[config.mk]
export PLATFORM = sky130hd
export DESIGN_NAME = gsched_top
export DESIGN_NICKNAME = d
export VERILOG_FILES = /design/src/rtl/gsched_pkg.sv /design/src/rtl/gsched_delta_gen.sv /design/src/rtl/gsched_thread.sv /design/src/rtl/gsched_merge.sv /design/src/rtl/gsched_top.sv
export SDC_FILE = /design/constraint.sdc
export NUM_CORES = 2
export LEC_CHECK = 0
export CELL_PAD_IN_SITES_DETAIL_PLACEMENT = 0
export CELL_PAD_IN_SITES_GLOBAL_PLACEMENT = 1
export CORE_UTILIZATION = 34
export DETAILED_ROUTE_END_ITERATION = 10
export PLACE_DENSITY_LB_ADDON = 0.08
export SYNTH_ARGS = -nofsm -noshare
export SYNTH_HDL_FRONTEND = slang
export SYNTH_SLANG_ARGS = --single-unit
[constraint.sdc]
create_clock -name clk -period 5.4 [get_ports clk]
set_input_delay 0.81 -clock clk [delete_from_list [all_inputs] [get_ports clk]]
set_output_delay 0.81 -clock clk [all_outputs]
set_load 0.02 [all_outputs]
[src/rtl/gsched_pkg.sv]
package gsched_pkg;
    localparam int TC_N = 8;
    typedef logic [TC_N-1:0] tc_mask_t;

    // limit a signed tick correction to +/- lim
    function automatic int clamp_adj(input int a, input int lim);
        if (a > lim) return lim;
        if (a < -lim) return -lim;
        return a;
    endfunction
endpackage

[src/rtl/gsched_delta_gen.sv]
module gsched_delta_gen
    import gsched_pkg::*;
#(
    parameter int TIME_W      = 32,
    parameter int ADJ_W       = 4,
    parameter int NOM_TICKS   = 25,
    parameter int MAX_ADJ     = 5,
    parameter int CORR_DELTAS = 4
) (
    input  logic                    clk,
    input  logic                    rst_n,
    input  logic                    start_i,
    input  logic                    stop_i,
    input  logic [TIME_W-1:0]       time_i,
    input  logic [TIME_W-1:0]       base_i,
    input  logic signed [ADJ_W-1:0] adj_i,
    output logic                    armed_o,
    output logic                    running_o,
    output logic                    bound_o
);
    localparam int DL_W  = $clog2(NOM_TICKS + MAX_ADJ + 1);
    localparam int CNT_W = $clog2(CORR_DELTAS + 1);

    typedef struct packed {
        logic             armed;
        logic             running;
        logic [DL_W-1:0]  tick;
        logic [DL_W-1:0]  dlen;
        logic [CNT_W-1:0] corr;
    } dg_t;

    dg_t             s_d, s_q;
    logic [DL_W-1:0] len_new_d;

    always_comb begin
        len_new_d = DL_W'(NOM_TICKS + clamp_adj(int'(adj_i), MAX_ADJ));
        s_d       = s_q;
        if (s_q.running) bound_o = (s_q.tick == s_q.dlen - 1'b1);
        else             bound_o = s_q.armed && (time_i >= base_i);

        if (stop_i) begin
            s_d.armed   = 1'b0;
            s_d.running = 1'b0;
            s_d.tick    = '0;
            s_d.corr    = '0;
        end else if (!s_q.armed) begin
            if (start_i) s_d.armed = 1'b1;
        end else if (bound_o) begin
            s_d.tick    = '0;
            s_d.running = 1'b1;
            if (!s_q.running || s_q.corr == CNT_W'(CORR_DELTAS - 1)) begin
                s_d.dlen = len_new_d;
                s_d.corr = '0;
            end else begin
                s_d.corr = s_q.corr + 1'b1;
            end
        end else if (s_q.running) begin
            s_d.tick = s_q.tick + 1'b1;
        end
    end

    always_ff @(posedge clk or negedge rst_n) begin
        if (!rst_n) begin
            s_q      <= '0;
            s_q.dlen <= DL_W'(NOM_TICKS);
        end else begin
            s_q <= s_d;
        end
    end

    assign armed_o   = s_q.armed;
    assign running_o = s_q.running;
endmodule

[src/rtl/gsched_thread.sv]
module gsched_thread #(
    parameter int IDX_W = 4,
    parameter int DUR_W = 8
) (
    input  logic             clk,
    input  logic             rst_n,
    input  logic             clear_i,
    input  logic             bound_i,
    input  logic             go_i,
    input  logic [IDX_W-1:0] entry_i,
    input  logic [IDX_W-1:0] end_i,
    input  logic [DUR_W-1:0] dur_entry_i,
    input  logic [DUR_W-1:0] dur_next_i,
    output logic             active_o,
    output logic [IDX_W-1:0] idx_o,
    output logic [IDX_W-1:0] nxt_o
);
    typedef struct packed {
        logic             active;
        logic [IDX_W-1:0] idx;
        logic [DUR_W-1:0] left;
    } th_t;

    th_t s_d, s_q;

    function automatic logic [DUR_W-1:0] at_least_one(input logic [DUR_W-1:0] d);
        return (d == '0) ? DUR_W'(1) : d;
    endfunction

    always_comb begin
        nxt_o = (s_q.idx == end_i) ? entry_i : s_q.idx + 1'b1;
        s_d   = s_q;
        if (clear_i) begin
            s_d = '0;
        end else if (bound_i) begin
            if (!s_q.active) begin
                if (go_i) begin
                    s_d.active = 1'b1;
                    s_d.idx    = entry_i;
                    s_d.left   = at_least_one(dur_entry_i);
                end
            end else if (s_q.left <= DUR_W'(1)) begin
                s_d.idx  = nxt_o;
                s_d.left = at_least_one(dur_next_i);
            end else begin
                s_d.left = s_q.left - 1'b1;
            end
        end
    end

    always_ff @(posedge clk or negedge rst_n) begin
        if (!rst_n) s_q <= '0;
        else        s_q <= s_d;
    end

    assign active_o = s_q.active;
    assign idx_o    = s_q.idx;
endmodule

[src/rtl/gsched_merge.sv]
module gsched_merge
    import gsched_pkg::*;
#(
    parameter int N_THR  = 8,
    parameter int N_PORT = 4
) (
    input  logic [N_THR-1:0]        act_i,
    input  logic [N_THR-1:0]        en_i,
    input  logic [N_THR*N_PORT-1:0] ports_i,
    input  logic [N_THR*TC_N-1:0]   closed_i,
    output logic [N_PORT*TC_N-1:0]  mask_o
);
    for (genvar p = 0; p < N_PORT; p++) begin : g_port
        tc_mask_t pick;
        always_comb begin
            pick = '0;
            // highest first so the lowest-numbered thread is written last
            for (int t = N_THR - 1; t >= 0; t--) begin
                if (act_i[t] && en_i[t] && ports_i[t*N_PORT+p])
                    pick = closed_i[t*TC_N +: TC_N];
            end
        end
        assign mask_o[p*TC_N +: TC_N] = pick;
    end
endmodule

[src/rtl/gsched_top.sv]
module gsched_top
    import gsched_pkg::*;
#(
    parameter int N_THR       = 8,
    parameter int N_ENT       = 16,
    parameter int N_PORT      = 4,
    parameter int DUR_W       = 8,
    parameter int OFF_W       = 12,
    parameter int TIME_W      = 32,
    parameter int ADJ_W       = 4,
    parameter int NOM_TICKS   = 25,
    parameter int MAX_ADJ     = 5,
    parameter int CORR_DELTAS = 4,
    localparam int IDX_W      = $clog2(N_ENT),
    localparam int THR_W      = $clog2(N_THR),
    localparam int GATE_W     = N_PORT * TC_N
) (
    input  logic                    clk,
    input  logic                    rst_n,
    input  logic [TIME_W-1:0]       time_i,
    input  logic signed [ADJ_W-1:0] adj_i,
    input  logic                    start_i,
    input  logic                    stop_i,
    input  logic                    tbl_we_i,
    input  logic [IDX_W-1:0]        tbl_addr_i,
    input  logic [DUR_W-1:0]        tbl_dur_i,
    input  logic [N_PORT-1:0]       tbl_ports_i,
    input  logic                    tbl_en_i,
    input  logic [TC_N-1:0]         tbl_closed_i,
    input  logic                    thr_we_i,
    input  logic [THR_W-1:0]        thr_sel_i,
    input  logic [IDX_W-1:0]        thr_entry_i,
    input  logic [IDX_W-1:0]        thr_end_i,
    input  logic [OFF_W-1:0]        thr_off_i,
    input  logic                    glb_we_i,
    input  logic [TIME_W-1:0]       glb_base_i,
    input  logic [THR_W-1:0]        glb_last_i,
    output logic [GATE_W-1:0]       gate_closed_o,
    output logic                    started_o,
    output logic                    stopped_o,
    output logic                    wr_err_o
);
    typedef struct packed {
        logic [DUR_W-1:0]  dur;
        logic [N_PORT-1:0] ports;
        logic              en;
        tc_mask_t          closed;
    } ent_t;

    typedef struct packed {
        logic [IDX_W-1:0] entry;
        logic [IDX_W-1:0] fin;
        logic [OFF_W-1:0] off;
    } thc_t;

    typedef struct packed {
        ent_t [N_ENT-1:0]  tbl;
        thc_t [N_THR-1:0]  thr;
        logic [TIME_W-1:0] base;
        logic [THR_W-1:0]  last_thr;
        logic              err;
        logic [GATE_W-1:0] gate;
    } top_t;

    top_t s_d, s_q;

    logic                    armed, running, bound;
    logic [N_THR-1:0]        act_v, en_v, go_v;
    logic [N_THR*N_PORT-1:0] ports_v;
    logic [N_THR*TC_N-1:0]   closed_v;
    logic [GATE_W-1:0]       merged;
    logic [TIME_W-1:0]       base_cur;

    assign base_cur = s_q.base;

    gsched_delta_gen #(
        .TIME_W(TIME_W), .ADJ_W(ADJ_W), .NOM_TICKS(NOM_TICKS),
        .MAX_ADJ(MAX_ADJ), .CORR_DELTAS(CORR_DELTAS)
    ) u_dgen (
        .clk(clk), .rst_n(rst_n), .start_i(start_i), .stop_i(stop_i),
        .time_i(time_i), .base_i(s_q.base), .adj_i(adj_i),
        .armed_o(armed), .running_o(running), .bound_o(bound)
    );

    for (genvar i = 0; i < N_THR; i++) begin : g_thr
        logic [IDX_W-1:0]  idx, nxt;
        logic [TIME_W-1:0] start_at;
        ent_t              cur;

        assign start_at = s_q.base + TIME_W'(s_q.thr[i].off) * TIME_W'(NOM_TICKS);
        assign go_v[i]  = (i <= int'(s_q.last_thr)) && (time_i >= start_at);
        assign cur      = s_q.tbl[idx];

        gsched_thread #(.IDX_W(IDX_W), .DUR_W(DUR_W)) u_thr (
            .clk(clk), .rst_n(rst_n), .clear_i(stop_i), .bound_i(bound),
            .go_i(go_v[i]), .entry_i(s_q.thr[i].entry), .end_i(s_q.thr[i].fin),
            .dur_entry_i(s_q.tbl[s_q.thr[i].entry].dur),
            .dur_next_i(s_q.tbl[nxt].dur),
            .active_o(act_v[i]), .idx_o(idx), .nxt_o(nxt)
        );

        assign en_v[i]                      = cur.en;
        assign ports_v[i*N_PORT +: N_PORT]  = cur.ports;
        assign closed_v[i*TC_N +: TC_N]     = cur.closed;
    end

    gsched_merge #(.N_THR(N_THR), .N_PORT(N_PORT)) u_merge (
        .act_i(act_v), .en_i(en_v), .ports_i(ports_v),
        .closed_i(closed_v), .mask_o(merged)
    );

    always_comb begin
        s_d = s_q;
        if (tbl_we_i || thr_we_i || glb_we_i) begin
            if (armed) begin
                s_d.err = 1'b1;
            end else begin
                if (tbl_we_i) begin
                    s_d.tbl[tbl_addr_i].dur    = tbl_dur_i;
                    s_d.tbl[tbl_addr_i].ports  = tbl_ports_i;
                    s_d.tbl[tbl_addr_i].en     = tbl_en_i;
                    s_d.tbl[tbl_addr_i].closed = tbl_closed_i;
                end
                if (thr_we_i) begin
                    s_d.thr[thr_sel_i].entry = thr_entry_i;
                    s_d.thr[thr_sel_i].fin   = thr_end_i;
                    s_d.thr[thr_sel_i].off   = thr_off_i;
                end
                if (glb_we_i) begin
                    s_d.base     = glb_base_i;
                    s_d.last_thr = glb_last_i;
                end
            end
        end
        if (start_i && !stop_i && !armed) s_d.err = 1'b0;
        s_d.gate = stop_i ? '0 : merged;
    end

    always_ff @(posedge clk or negedge rst_n) begin
        if (!rst_n) s_q <= '0;
        else        s_q <= s_d;
    end

    assign gate_closed_o = s_q.gate;
    assign started_o     = running;
    assign stopped_o     = !armed;
    assign wr_err_o      = s_q.err;
endmodule

==> flow_summary_export.csv <==
group,metric,value,unit
synthesis,synthArstFlopShare,100,%
floorplan,row_count,180,
timing,fin_crit_sh,115,%
outcome,status,"complete, but fails checks",
timing,finalHoldViolations,0,
placement,place_congestion,0.919,
power,ir_drop,0.356,mV
drt,drt_first_pass_iters,5,
finish,layout_common_cells,"mux4_2, buf_4, ha_1",
critical_path,path_class,"flop to flop",
critical_path,worstPathRequired,6.10,ns
synthesis,ys_types,90,
clock_network,cts_made_buffers,93,
synthesis,ys_warn_count,0,
timing,fin_skew,0.0869,ns
finish,drive_gt1_share,35.1,%
floorplan,core_area,241000,um2
placement,io_buffers,160,
synthesis,synth_top_area_share,23.4,%
clock_network,cts_tree,"yes",
drt,wirelength,373000,um
critical_path,crit_slowest_cell,"fa_1",
global_route,grt_pass1_wl,531000,um
finish,utilization,40.9,%
critical_path,start_kind,"flop",
floorplan,die_area,246000,um2
critical_path,reg2reg_slack,-0.82,ns
synthesis,synthTopCellsByArea,"mux4_2, dfrtp_1, ha_1",
global_route,grt-ovfl-total,0,
synthesis,synth_edf_count,0,
finish,postLayoutCellArea,98700,um2
power,powerDensity,567,nW/um2
drt,ant_nets,0,
timing,setup_slack,-0.822,ns
timing,whs,0.0458,ns
finish,fin_cells,11400,
synthesis,netlist_instances,7688,
synthesis,syn_area_per_cell,10.8,um2
critical_path,timing.rr.end,"g_thr[6].u_thr.idx_o[2]",
critical_path,r2r-start,"base_cur[5]",
synthesis,yosysSeqAreaShare,20.6,%
clock_network,cts_htree_levels,3,
timing,slew_viol_final,0,
global_route,antenna_found_initial,26,
critical_path,cp_max_fo,7,
job,cap_violations,0,
critical_path,cpMostUsedCell,"a21o_1",
timing,relSlewSlack,14.2,%
drt,route.detailed.wl_per_inst,32.7,um
floorplan,start_util,34.3,%
outcome,violations,"negative setup slack",
power,finalPower,56.0,mW
critical_path,arrival,6.93,ns
global_route,grt_max_degree,104,
clock_network,clk_pin_slew,0.06,ns
critical_path,cp.buffers_inverters,8,
finish,area_growth,19.1,%
synthesis,synth_top_area_cell,"mux4_2",
timing,grt_setup_unrepaired,"true",
global_route,track_usage,30.1,%
drt,vias,70900,
synthesis,netlist_area,82800,um2
drt,viasPerCell,6.22,
critical_path,r2r_cells,31,
timing,fin_crit,6.22,ns
drt,drc,0,
clock_network,clockBufferDepth,3,
synthesis,ys_seq_elements,683,
placement,placed_area,92700,um2
global_route,grt_pass1_vias,71600,
synthesis,syn-num-nets,8692,
clock_network,cts.sinks,683,
floorplan,ios,161,
min_path,hp-class,"input port to asynchronous set/reset pin",
drt,drt_iter0_markers,6819,
floorplan,die_width,496,um
finish,final_nets,9144,
critical_path,crit_family,"compound AO/OA/AOI/OAI gates",
synthesis,synth_flop_cell,"dfrtp_1",
finish,final_common_cell,"mux4_2",
placement,dp_cells,11200,
placement,hpwl,270000,um
power,p_leak,41.2,nW
timing,setup_viol,104,
timing,fmax,161,MHz
critical_path,slowest_delay,0.54,ns
clock_network,clk_latency,0.81,ns
floorplan,die_h,496,um
critical_path,critPathCaptureType,"flop",
timing,worst_pin_slew,1.26,ns
clock_network,cts_root_buffer,"clkbuf_16",
kinds of logic (layout without fill, tap and decap cells):
| logic type | count (synthesis) | in the layout | synth area share (%) |
|---|---|---|---|
| adders and majority gates | 878 | 878 | 14.7 |
| DFF | 683 | 683 | 20.6 |
| and+or+nand+nor | 1306 | 1307 | 7.49 |
| other | 0 | 8 | 0 |
| xor gates and xnor gates | 312 | 312 | 3.33 |
| muxes | 1863 | 1863 | 36.3 |
| buffers and inverters | 1213 | 1737 | 5.96 |
| AOI/OAI and AO/OA | 1433 | 1433 | 11.5 |
through the flow:
step | setup TNS (ns) | setup WS (ns)
6_report | -66.61 | -0.822
5_1_grt | -91.31 | -1.08
3_3_place_gp | -142.80 | -1.69
2_1_floorplan | -2.49 | -0.112
3_5_place_dp | -142.64 | -1.64
4_1_cts | -78.38 | -0.927
worst max path at each step:
stage	endpoint	from	slack, ns	cells after the start
finish	g_thr[6].u_thr.idx_o[2]	base_cur[5]	-0.82	31
global route	g_thr[6].u_thr.idx_o[2]	base_cur[5]	-1.08	31
CTS	g_thr[0].u_thr.idx_o[2]	base_cur[5]	-0.93	33
detailed placement	g_thr[7].u_thr.idx_o[0]	base_cur[4]	-1.64	27
global placement	g_thr[7].u_thr.idx_o[3]	base_cur[4]	-1.69	28
floorplan	g_thr[7].u_thr.idx_o[1]	base_cur[5]	-0.11	29
state kept, by name, indices dropped and copies added, names as in the netlist:
name                  count
g_thr.u_thr.idx_o        32
g_thr.u_thr.active_o      8
u_dgen.s_q               13
wr_err_o                  1
gate_closed_o            32
g_thr.u_thr.s_q          64
u_dgen.armed_o            1
s_q                     499
base_cur                 32
u_dgen.running_o          1
layer usage:
layer  global-route usage, %  wire length [um]
met5                   0.135               135
met4                    10.3             14600
met3                    8.47             34700
met2                    48.5            174000
met1                    38.4            150000
final cells by class:
cell class,instances,area [um2]
tap,3185,3990
clock inverter,37,587
timing repair buffer,1014,8720
multi-input combinational,5793,63400
inverter,555,2090
fill,23100,143000
clock buffer,131,2660
sequential,683,17200
antenna,8,20.0
power breakdown:
group	leakage, nW	total (mW)	switching, mW	internal, mW
logic	31.0	40.2	20.4	19.8
registers	8.62	9.04	2.96	6.08
clock network	1.58	6.76	2.83	3.93
total	41.2	56.0	26.2	29.8
what timing repair did:
action                                  CTS  global route
pin swaps                               123           172
hold buffers                              0             0
gates resized for setup                 200           308
cloned                                    2             2
buffers inserted                         30            47
endpoints found under the setup margin  104           104
cell usage after synthesis, types with 20 or more instances:
cell type and count:
a211oi_1 115, a21o_1 162, a21oi_1 309, a221oi_1 31, a22o_1 28, a22oi_1 37, a311oi_1 27, a31oi_1 24
and3_1 29, buf_1 65, buf_2 113, buf_4 47, clkbuf_1 424, dfrtp_1 680, fa_1 160, ha_1 718
inv_1 544, mux2_2 538, mux2i_1 462, mux4_2 861, nand2_1 489, nand2b_1 59, nand3_1 110, nand4_1 70
nor2_1 259, nor2b_1 94, nor3_1 60, nor4_1 35, o211ai_1 65, o21a_1 20, o21ai_0 301, o221ai_1 101
o22ai_1 59, or3_1 24, xnor2_1 233, xor2_1 76
(Power assumes the default switching activity.)
